===== config.mk =====
export PLATFORM = sky130hd
export DESIGN_NAME = lcdt_frame_gen
export DESIGN_NICKNAME = d
export VERILOG_FILES = /design/src/rtl/lcdt_pkg.sv /design/src/rtl/lcdt_cfg_reg.sv /design/src/rtl/lcdt_slot_ctr.sv /design/src/rtl/lcdt_frame_out.sv /design/src/rtl/lcdt_frame_gen.sv
export SDC_FILE = /design/constraint.sdc
export NUM_CORES = 1
export LEC_CHECK = 0
export BUFFER_PORTS_ARGS = -buffer_cell sky130_fd_sc_hd__buf_4
export CAP_MARGIN = 30
export CORE_MARGIN = 2
export CORE_UTILIZATION = 48
export CTS_BUF_LIST = sky130_fd_sc_hd__clkbuf_8
export DETAILED_ROUTE_END_ITERATION = 10
export GPL_TIMING_DRIVEN = 0
export RECOVER_POWER = 50
export SYNTH_ARGS = -nofsm -noshare
export SYNTH_HDL_FRONTEND = slang
export SYNTH_SLANG_ARGS = --single-unit
export TNS_END_PERCENT = 30

===== constraint.sdc =====
create_clock -name clk -period 23.7 [get_ports clk]
set_clock_uncertainty 0.15 [all_clocks]
set_input_delay 4.74 -clock clk [delete_from_list [all_inputs] [get_ports clk]]
set_output_delay 4.74 -clock clk [all_outputs]
set_load 0.03 [all_outputs]

===== src/rtl/lcdt_pkg.sv =====
package lcdt_pkg;

    localparam int COM_W   = 3;
    localparam int CNT_W   = 10;
    localparam int RATIO_W = CNT_W + 1;

    typedef enum logic [2:0] {
        DUTY_STATIC  = 3'd0,
        DUTY_HALF    = 3'd1,
        DUTY_THIRD   = 3'd2,
        DUTY_QUARTER = 3'd3,
        DUTY_EIGHTH  = 3'd4
    } duty_e;

    typedef struct packed {
        duty_e      duty;
        logic [1:0] rate;
    } cfg_t;

    localparam cfg_t CFG_RESET = '{duty: DUTY_EIGHTH, rate: 2'd1};

    function automatic duty_e norm_duty(input logic [2:0] code);
        if (code > 3'd4) return DUTY_EIGHTH;
        return duty_e'(code);
    endfunction

    function automatic logic [COM_W:0] com_count(input duty_e d);
        case (d)
            DUTY_STATIC:  return 4'd1;
            DUTY_HALF:    return 4'd2;
            DUTY_THIRD:   return 4'd3;
            DUTY_QUARTER: return 4'd4;
            default:      return 4'd8;
        endcase
    endfunction

    function automatic logic [RATIO_W-1:0] frame_ratio(input cfg_t c);
        logic [RATIO_W-1:0] r;
        if (c.duty == DUTY_THIRD) begin
            case (c.rate)
                2'd0:    r = 11'd252;
                2'd1:    r = 11'd504;
                2'd2:    r = 11'd681;
                default: r = 11'd1008;
            endcase
        end else begin
            case (c.rate)
                2'd0:    r = 11'd256;
                2'd1:    r = 11'd512;
                2'd2:    r = 11'd680;
                default: r = 11'd1024;
            endcase
        end
        return r;
    endfunction

    function automatic logic [RATIO_W-1:0] slot_len(input cfg_t c);
        return frame_ratio(c) / RATIO_W'(com_count(c.duty));
    endfunction

endpackage


===== src/rtl/lcdt_cfg_reg.sv =====
module lcdt_cfg_reg
    import lcdt_pkg::*;
(
    input  logic       clk,
    input  logic       rst,
    input  logic       wrap,
    input  logic [2:0] duty_in,
    input  logic [1:0] rate_in,
    output cfg_t       cfg_q
);
    always_ff @(posedge clk) begin
        if (rst) begin
            cfg_q <= CFG_RESET;
        end else if (wrap) begin
            cfg_q.duty <= norm_duty(duty_in);
            cfg_q.rate <= rate_in;
        end
    end

    assert_cfg_hold_R9: assert property (@(posedge clk) disable iff (rst)
        !wrap |=> $stable(cfg_q));

endmodule


===== src/rtl/lcdt_slot_ctr.sv =====
module lcdt_slot_ctr
    import lcdt_pkg::*;
(
    input  logic             clk,
    input  logic             rst,
    input  logic             tick,
    input  cfg_t             cfg,
    output logic [COM_W-1:0] com_idx,
    output logic             wrap
);
    logic [CNT_W-1:0]   cnt_q;
    logic [RATIO_W-1:0] slot_q;
    logic [COM_W:0]     ncom;
    logic               slot_end;
    logic               last_com;

    assign slot_q   = slot_len(cfg);
    assign ncom     = com_count(cfg.duty);
    assign slot_end = ({1'b0, cnt_q} == slot_q - RATIO_W'(1));
    assign last_com = ({1'b0, com_idx} == ncom - (COM_W+1)'(1));
    assign wrap     = tick && slot_end && last_com;

    always_ff @(posedge clk) begin
        if (rst) begin
            cnt_q   <= '0;
            com_idx <= '0;
        end else if (tick) begin
            if (slot_end) begin
                cnt_q   <= '0;
                com_idx <= last_com ? '0 : com_idx + COM_W'(1);
            end else begin
                cnt_q <= cnt_q + CNT_W'(1);
            end
        end
    end

    assert_com_range_R4: assert property (@(posedge clk) disable iff (rst)
        {1'b0, com_idx} < ncom);

    assert_idle_hold_R10: assert property (@(posedge clk) disable iff (rst)
        !tick |=> ($stable(com_idx) && $stable(cnt_q)));

endmodule


===== src/rtl/lcdt_frame_out.sv =====
module lcdt_frame_out (
    input  logic clk,
    input  logic rst,
    input  logic wrap,
    input  logic fout_en,
    output logic frame_start,
    output logic frame_out
);
    logic fsig_q;

    always_ff @(posedge clk) begin
        if (rst) begin
            frame_start <= 1'b0;
            fsig_q      <= 1'b0;
        end else begin
            frame_start <= wrap;
            if (wrap) fsig_q <= ~fsig_q;
        end
    end

    assign frame_out = fsig_q & fout_en;

    assert_start_single_R5: assert property (@(posedge clk) disable iff (rst)
        frame_start |=> !frame_start);

    assert_polarity_flip_R6: assert property (@(posedge clk) disable iff (rst)
        frame_start |-> (fsig_q != $past(fsig_q)));

endmodule


===== src/rtl/lcdt_frame_gen.sv =====
module lcdt_frame_gen
    import lcdt_pkg::*;
(
    input  logic             clk,
    input  logic             rst,
    input  logic             lclk_en,
    input  logic [2:0]       duty_sel,
    input  logic [1:0]       rate_sel,
    input  logic             fout_en,
    output logic [COM_W-1:0] com_idx,
    output logic             frame_start,
    output logic             frame_out,
    output logic             shared_as_com
);
    cfg_t cfg;
    logic wrap;

    lcdt_cfg_reg u_cfg (
        .clk     (clk),
        .rst     (rst),
        .wrap    (wrap),
        .duty_in (duty_sel),
        .rate_in (rate_sel),
        .cfg_q   (cfg)
    );

    lcdt_slot_ctr u_ctr (
        .clk     (clk),
        .rst     (rst),
        .tick    (lclk_en),
        .cfg     (cfg),
        .com_idx (com_idx),
        .wrap    (wrap)
    );

    lcdt_frame_out u_fout (
        .clk         (clk),
        .rst         (rst),
        .wrap        (wrap),
        .fout_en     (fout_en),
        .frame_start (frame_start),
        .frame_out   (frame_out)
    );

    assign shared_as_com = (cfg.duty == DUTY_EIGHTH);

    assert_shared_only_eighth_R7: assert property (@(posedge clk) disable iff (rst)
        shared_as_com |-> (com_count(cfg.duty) == 4'd8));

endmodule


==> results.cfg, run 1 <==
[synthesis]
synth-seq-cells = 20
postSynthAreaPerCell_sq_um = 7.94
synth-async-reset-ratio_pct = 0
multiplexer_share_of_the_synthesized_area_pct = 6.58
yosys_warnings = 0
synth.top_cell.area_share_pct = 13.9
syn_inst = 520
post_synthesis_compound_gate_area_fraction_pct = 27.4
post_synth_and_or_nand_nor_area_fraction_pct = 28.7
synth_net_count = 575
dominant_combinational_cell_family_by_area_after_synthesis = simple AND/OR/NAND/NOR gates
flip_flop_cell_with_the_highest_count_after_synthesis = sky130_fd_sc_hd__dfxtp_1
share_of_synthesized_area_occupied_by_flip_flops_and_latches_pct = 9.70
post_synth_cell_types = 95
synth.area.top_cells = sky130_fd_sc_hd__ha_1, sky130_fd_sc_hd__dfxtp_1, sky130_fd_sc_hd__xnor2_1
synth_xor_area_share_pct = 8.82
post-synth-top-area-cell = sky130_fd_sc_hd__ha_1
syn-cell-area_sq_mm = 0.00413
synth-edff-count = 0
post_synth_fa_ha_maj_area_fraction_pct = 14.2

[worst_setup_path]
path_common_cell = sky130_fd_sc_hd__ha_1
timing.critical_path.required_ns = 23.70
critical_path_peak_fanout = 10
path_class = flop to flop
worstSetupStartpointType = flop
cp-end-kind = flop
max_stage_delay_ns = 0.69
critical_path.top_delay_family = compound AO/OA/AOI/OAI gates
critical-path-slowest-cell = sky130_fd_sc_hd__a2111oi_2
r2r_slack_ns = 1.75
critical_path_buf_inv_count = 12
data_arrival_at_the_endpoint_of_the_critical_path_ns = 21.95

[route]
final_antenna_net_count = 0
route.vias.total = 3930
post_drt_via_cell_ratio = 6.12
drt_first_iter_violations = 120
remaining_drc_errors = 0
drt-total-wl_microns = 10600
wl_per_cell_microns = 16.5
detail_route.first_pass.iterations = 5

[final_layout]
drive_above_1_share_pct = 13.8
area.growth.synth_to_final_pct = 6.70
final_standard_cell_count_with_taps_included_and_fillers_excluded = 642
antenna_cells_inserted = 0
finalNetCount = 593

[pwr]
worst_ir_drop_vdd_uv = 38.7
clock_power_share_pct = 47.0
sequential_power_share_pct = 48.0
power.internal_mw = 0.0583
power_leakage_nw = 1.87
total_power_mw = 0.0720
power.switching_fraction_pct = 19.1
power.net_switching_mw = 0.0138
p_per_area_mw_per_mm2 = 16.4
combPwrFrac_pct = 5.0

[global_route]
via_count_of_the_first_global_routing_pass = 3754
grtUsageTotal_pct = 22.3
global_route.overflow_total = 0
grt_max_degree = 16
initial_antenna_violation_count = 0
wire_length_of_the_first_global_routing_pass_microns = 18000

[clock_tree]
cts.hold.buffers_added = 0
tritoncts = built
clkSlewWorstSetupHoldPaths_ns = 0.08
ctsHtreeMaxLevel = 1
cts-root-buf = sky130_fd_sc_hd__clkbuf_8
cts-buffers-inserted = 3
cts_setup_buffers = 0
clk_path_buf_depth = 2
worst_skew_pair.late_latency_ns = 0.26
numClockSinks = 20
cts-resized-gates = 0

[timing]
maxSlewViolCount = 0
maxClockFrequency_mhz = 45.6
timing.final.crit_period_ns = 21.95
timing.slew.headroom_pct = 49.6
timing_worst_slew_pin_value_ns = 0.755
final-setup-viol-count = 0
rsz_0062_raised_after_global_routing = no
final.period_utilization_pct = 92.6
final_hold_vios = 0
setup-tns-final_ns = 0
timing.hold.ws_ns = 0.385

[job]
maxCapViolCount = 0

[placed_design]
number_of_i_o_port_buffers = 13
dpl.cell_count = 638
hpwl_microns = 8500
gp_routability_congestion = 0.827

[floorplan]
top_level_port_count = 15
initial_core_util_pct = 50.0
fp.dieArea_sq_mm = 0.00936
core_area_sq_mm = 0.00826
die_height_microns = 96.7
dieWidth_microns = 96.7
rows = 33

[min_path]
hold_path_class = flop to flop

[run_status]
run_status = finished, final reports clean
## cells in the final DEF (no fill, tap or decap), drive strengths merged, types with 17 or more instances in the layout
cell and count:
a21oi 23, buf 20, dfxtp 20, ha 46, inv 24, mux2i 17
nand2 43, nor2 45, nor3 37, o21a 17, o21ai 23, xnor2 20
xor2 19
## cells in the mapped netlist, types with 4 or more instances
| master | number |
|---|---|
| sky130_fd_sc_hd__ha_1 | 46 |
| sky130_fd_sc_hd__mux2i_1 | 16 |
| sky130_fd_sc_hd__o31ai_1 | 7 |
| sky130_fd_sc_hd__o21a_1 | 16 |
| sky130_fd_sc_hd__o211ai_1 | 9 |
| sky130_fd_sc_hd__and3_1 | 4 |
| sky130_fd_sc_hd__a21oi_1 | 21 |
| sky130_fd_sc_hd__nand4_1 | 7 |
| sky130_fd_sc_hd__o21ai_0 | 16 |
| sky130_fd_sc_hd__xnor2_1 | 20 |
| sky130_fd_sc_hd__nand2_1 | 42 |
| sky130_fd_sc_hd__nor3_1 | 34 |
| sky130_fd_sc_hd__mux2_2 | 5 |
| sky130_fd_sc_hd__o21ai_1 | 4 |
| sky130_fd_sc_hd__a211oi_1 | 6 |
| sky130_fd_sc_hd__nor3b_1 | 5 |
| sky130_fd_sc_hd__nor2_1 | 44 |
| sky130_fd_sc_hd__buf_4 | 5 |
| sky130_fd_sc_hd__nor4_1 | 6 |
| sky130_fd_sc_hd__or3_1 | 9 |
| sky130_fd_sc_hd__nand3_1 | 8 |
| sky130_fd_sc_hd__nor4_4 | 4 |
| sky130_fd_sc_hd__inv_1 | 21 |
| sky130_fd_sc_hd__buf_2 | 4 |
| sky130_fd_sc_hd__clkbuf_1 | 4 |
| sky130_fd_sc_hd__o2111ai_1 | 5 |
| sky130_fd_sc_hd__dfxtp_1 | 20 |
| sky130_fd_sc_hd__xor2_1 | 19 |
| sky130_fd_sc_hd__and2_1 | 6 |
| sky130_fd_sc_hd__a21o_1 | 11 |
| sky130_fd_sc_hd__nand2b_1 | 9 |
## metal layers
layer  wire length (microns)  global-route usage (%)  up-vias
li1                        -                       -     1994
met1                    5190                    30.4     1834
met2                    4900                    38.5       91
met3                     327                    1.81       11
met4                     163                    4.77        0
met5                       0                       0        -
## worst paths after layout
check / to / depth (start not counted) / startpoint
setup / recovery: u_fout.fsig_q$_SDFFE_PP0P_ / 90 / u_cfg.cfg_q[2]$_SDFFE_PP0P_
hold / removal: u_ctr.com_idx[1]$_SDFFE_PP0P_ / 2 / u_ctr.com_idx[1]$_SDFFE_PP0P_
setup reg to reg: u_fout.fsig_q$_SDFFE_PP0P_ / 90 / u_cfg.cfg_q[2]$_SDFFE_PP0P_
hold reg to reg: u_ctr.com_idx[1]$_SDFFE_PP0P_ / 2 / u_ctr.com_idx[1]$_SDFFE_PP0P_
## tightest hold or removal path, cell delays in order, from the launching register on
cell                      delay (ns)
sky130_fd_sc_hd__dfxtp_1        0.36
sky130_fd_sc_hd__nand2_1        0.07
sky130_fd_sc_hd__mux2i_1        0.06
## power by group through the flow
| stage | clock network [mW] | registers (mW) | logic [mW] |
|---|---|---|---|
| after floorplan | 0 | 0.0352 | 0.00215 |
| after global placement | 0 | 0.0354 | 0.00354 |
| after detailed placement | 0 | 0.0354 | 0.00358 |
| after CTS | 0.0349 | 0.0346 | 0.00360 |
| after global routing | 0.0361 | 0.0347 | 0.00403 |
| final | 0.0339 | 0.0346 | 0.00357 |
## through the flow
| stage | setup slack (ns) | util [%] | area [sq um] |
|---|---|---|---|
| after global routing | 0.166 | 53.3 | 4400 |
| after floorplan | 4.96 | - | 4130 |
| after CTS | 2.04 | 53.6 | 4430 |
| after global placement | 2.21 | 52.8 | 4360 |
| after detailed placement | 2.13 | 52.8 | 4360 |
| final | 1.75 | 53.3 | 4400 |
## final cells by class
type,instances,area [sq um]
tap,105,131
multi-input combinational,460,3530
sequential,20,400
clock inverter,1,30.0
clock buffer,3,41.3
fill,821,3850
buffer,16,98.8
inverter,24,90.1
timing repair buffer,13,78.8
## registers in the layout, indices dropped and copies added, names as in the netlist
| name | cells |
|---|---|
| u_ctr.com_idx | 3 |
| u_fout.frame_start | 1 |
| u_fout.fsig_q | 1 |
| u_cfg.cfg_q | 5 |
| u_ctr.cnt_q | 10 |
## kinds of logic (layout without fill, tap and decap cells)
kind of cell               Yosys count  after routing
and+or+nand+nor                    209            209
AOI/OAI and AO/OA                  139            139
adders and majority gates           47             47
xor gates and xnor gates            40             40
buffers and inverters               40             57
muxes                               25             25
DFF                                 20             20
(Power assumes the default switching activity.)
==> run 2, diff against run 1 <==
- GPL_TIMING_DRIVEN: 0 -> 1
- clock period: 23.7 -> 25.1 ns (I/O delays scaled with it)
==> run 2 against run 1 <==
  * Critical path type unchanged
  * Flip-flop and latch count is the same
  * Cell count shrank 2.0%
  * First-iteration DRC count grew 34%
==> results.cfg, run 2 (same netlist as run 1, synthesis figures left out) <==
[worst_setup_path]
critical-path-slowest-cell = sky130_fd_sc_hd__or2_0
data_arrival_at_the_endpoint_of_the_critical_path_ns = 22.71
critical_path.top_delay_family = compound AO/OA/AOI/OAI gates
max_stage_delay_ns = 0.86
worstSetupStartpoint = u_cfg.cfg_q[2]$_SDFFE_PP0P_
worst_r2r_startpoint = u_cfg.cfg_q[2]$_SDFFE_PP0P_
critical_path_buf_inv_count = 5
critical_path_peak_fanout = 15
path_class = flop to flop
cp-end-kind = flop
worstSetupStartpointType = flop
timing.critical_path.required_ns = 25.10
path_common_cell = sky130_fd_sc_hd__ha_1

[route]
remaining_drc_errors = 0
wl_per_cell_microns = 17.3
final_antenna_net_count = 0
drt_first_iter_violations = 161
post_drt_via_cell_ratio = 6.17
drt-total-wl_microns = 10900
route.vias.total = 3879
detail_route.first_pass.iterations = 4

[floorplan]
rows = 33
core_area_sq_mm = 0.00826
initial_core_util_pct = 50.0
top_level_port_count = 15
dieWidth_microns = 96.7
fp.dieArea_sq_mm = 0.00936
die_height_microns = 96.7

[timing]
timing_worst_slew_pin_value_ns = 1.15
maxClockFrequency_mhz = 44.0
setup-tns-final_ns = 0
final-setup-viol-count = 0
final_hold_vios = 0
maxSlewViolCount = 0
timing.hold.ws_ns = 0.384
timing.final.crit_period_ns = 22.72
final.period_utilization_pct = 90.5
rsz_0062_raised_after_global_routing = no
timing.slew.headroom_pct = 22.8

[final_layout]
antenna_cells_inserted = 0
final.fill_count = 825
registers.top_by_ff_count = u_ctr.cnt_q
area_of_the_multi_input_gates_sq_mm = 0.00353
area.sequential_sq_um = 400
flip_flop_count_of_the_largest_register_after_layout = 10
area.growth.synth_to_final_pct = 4.46
mostFrequentLayoutCells = sky130_fd_sc_hd__ha_1, sky130_fd_sc_hd__nor2_1, sky130_fd_sc_hd__nand2_1
finalNetCount = 580
layout_commonest_cell = sky130_fd_sc_hd__ha_1
drive_above_1_share_pct = 12.6
largest_registers = u_ctr.cnt_q: 10 flops, u_cfg.cfg_q: 5 flops, u_ctr.com_idx: 3 flops
fin_area_sq_mm = 0.00431

[clock_tree]
clk_path_buf_depth = 2
cts-resized-gates = 0
cts-root-buf = sky130_fd_sc_hd__clkbuf_8
numClockSinks = 20
cts-buffers-inserted = 3
cts_setup_buffers = 0
clkSlewWorstSetupHoldPaths_ns = 0.07
ctsHtreeMaxLevel = 1
worst_skew_pair.late_latency_ns = 0.25
tritoncts = built
cts.hold.buffers_added = 0

[global_route]
grtUsageTotal_pct = 23.4
wire_length_of_the_first_global_routing_pass_microns = 18800
via_count_of_the_first_global_routing_pass = 3859
global_route.overflow_total = 0
grt_max_degree = 23
initial_antenna_violation_count = 0

[placed_design]
number_of_i_o_port_buffers = 14
hpwl_microns = 8690
gp_routability_congestion = 0.877
place_area_sq_mm = 0.00428

[pwr]
power_leakage_nw = 1.82
p_per_area_mw_per_mm2 = 14.0
worst_ir_drop_vdd_uv = 26.5
total_power_mw = 0.0604

[job]
maxCapViolCount = 0

[run_status]
run_status = finished, final reports clean

[min_path]
hp-start = u_ctr.com_idx[1]$_SDFFE_PP0P_
hold_path_class = flop to flop
run 2: cell count changes in the layout (fill, tap and decap cells not counted):
cell / delta
sky130_fd_sc_hd__buf_4: -2
sky130_fd_sc_hd__clkbuf_1: -4
sky130_fd_sc_hd__buf_2: -4
sky130_fd_sc_hd__bufinv_16: -1
sky130_fd_sc_hd__or2_1: -1
sky130_fd_sc_hd__buf_1: -1
sky130_fd_sc_hd__or2_0: +1
sky130_fd_sc_hd__clkbuf_8: +1
sky130_fd_sc_hd__buf_6: -2
run 2: per-layer routing:
metal	track usage [%]	vias to the layer above	wire length, microns
met5	0	-	0
met4	4.66	0	140
met3	0.795	11	203
met2	42.1	56	5380
met1	31.2	1836	5170
li1	-	1976	-
run 2: path summary, 6_finish.rpt:
kind                            depth (start not counted)  slack [ns]                            end
worst min-delay path                                    2        0.38  u_ctr.com_idx[1]$_SDFFE_PP0P_
worst max register to register                         83        2.38     u_fout.fsig_q$_SDFFE_PP0P_
worst max-delay path                                   83        2.38     u_fout.fsig_q$_SDFFE_PP0P_
worst min register to register                          2        0.38  u_ctr.com_idx[1]$_SDFFE_PP0P_
run 2: stage by stage:
step | worst slack [ns] | utilization, % | cells
global route | 0.615 | 52.2 | 629
finish | 2.38 | 52.2 | 629
global placement | 3.37 | 51.8 | 625
detailed placement | 3.02 | 51.8 | 625
CTS | 2.96 | 52.5 | 629
floorplan | 6.36 | - | 520
run 2: worst min-delay path, stage by stage (launching register included):
cell                      delay [ns]
sky130_fd_sc_hd__dfxtp_1        0.36
sky130_fd_sc_hd__nand2_1        0.07
sky130_fd_sc_hd__mux2i_1        0.05
run 2: layout make-up:
class                           count  area share, %
Sequential cell                    20           9.29
Multi-Input combinational cell    460           82.0
Clock buffer                        4           1.28
Tap cell                          105           3.05
Timing Repair Buffer               16           2.35
Inverter                           24           2.09
run 2: report_power, final:
group | leakage [nW] | switching [mW] | internal, mW | total [mW]
combinational | 1.63 | 0.00171 | 0.00172 | 0.00343
clock | 0.0288 | 0.0104 | 0.0139 | 0.0243
sequential | 0.162 | 0.000554 | 0.0321 | 0.0326
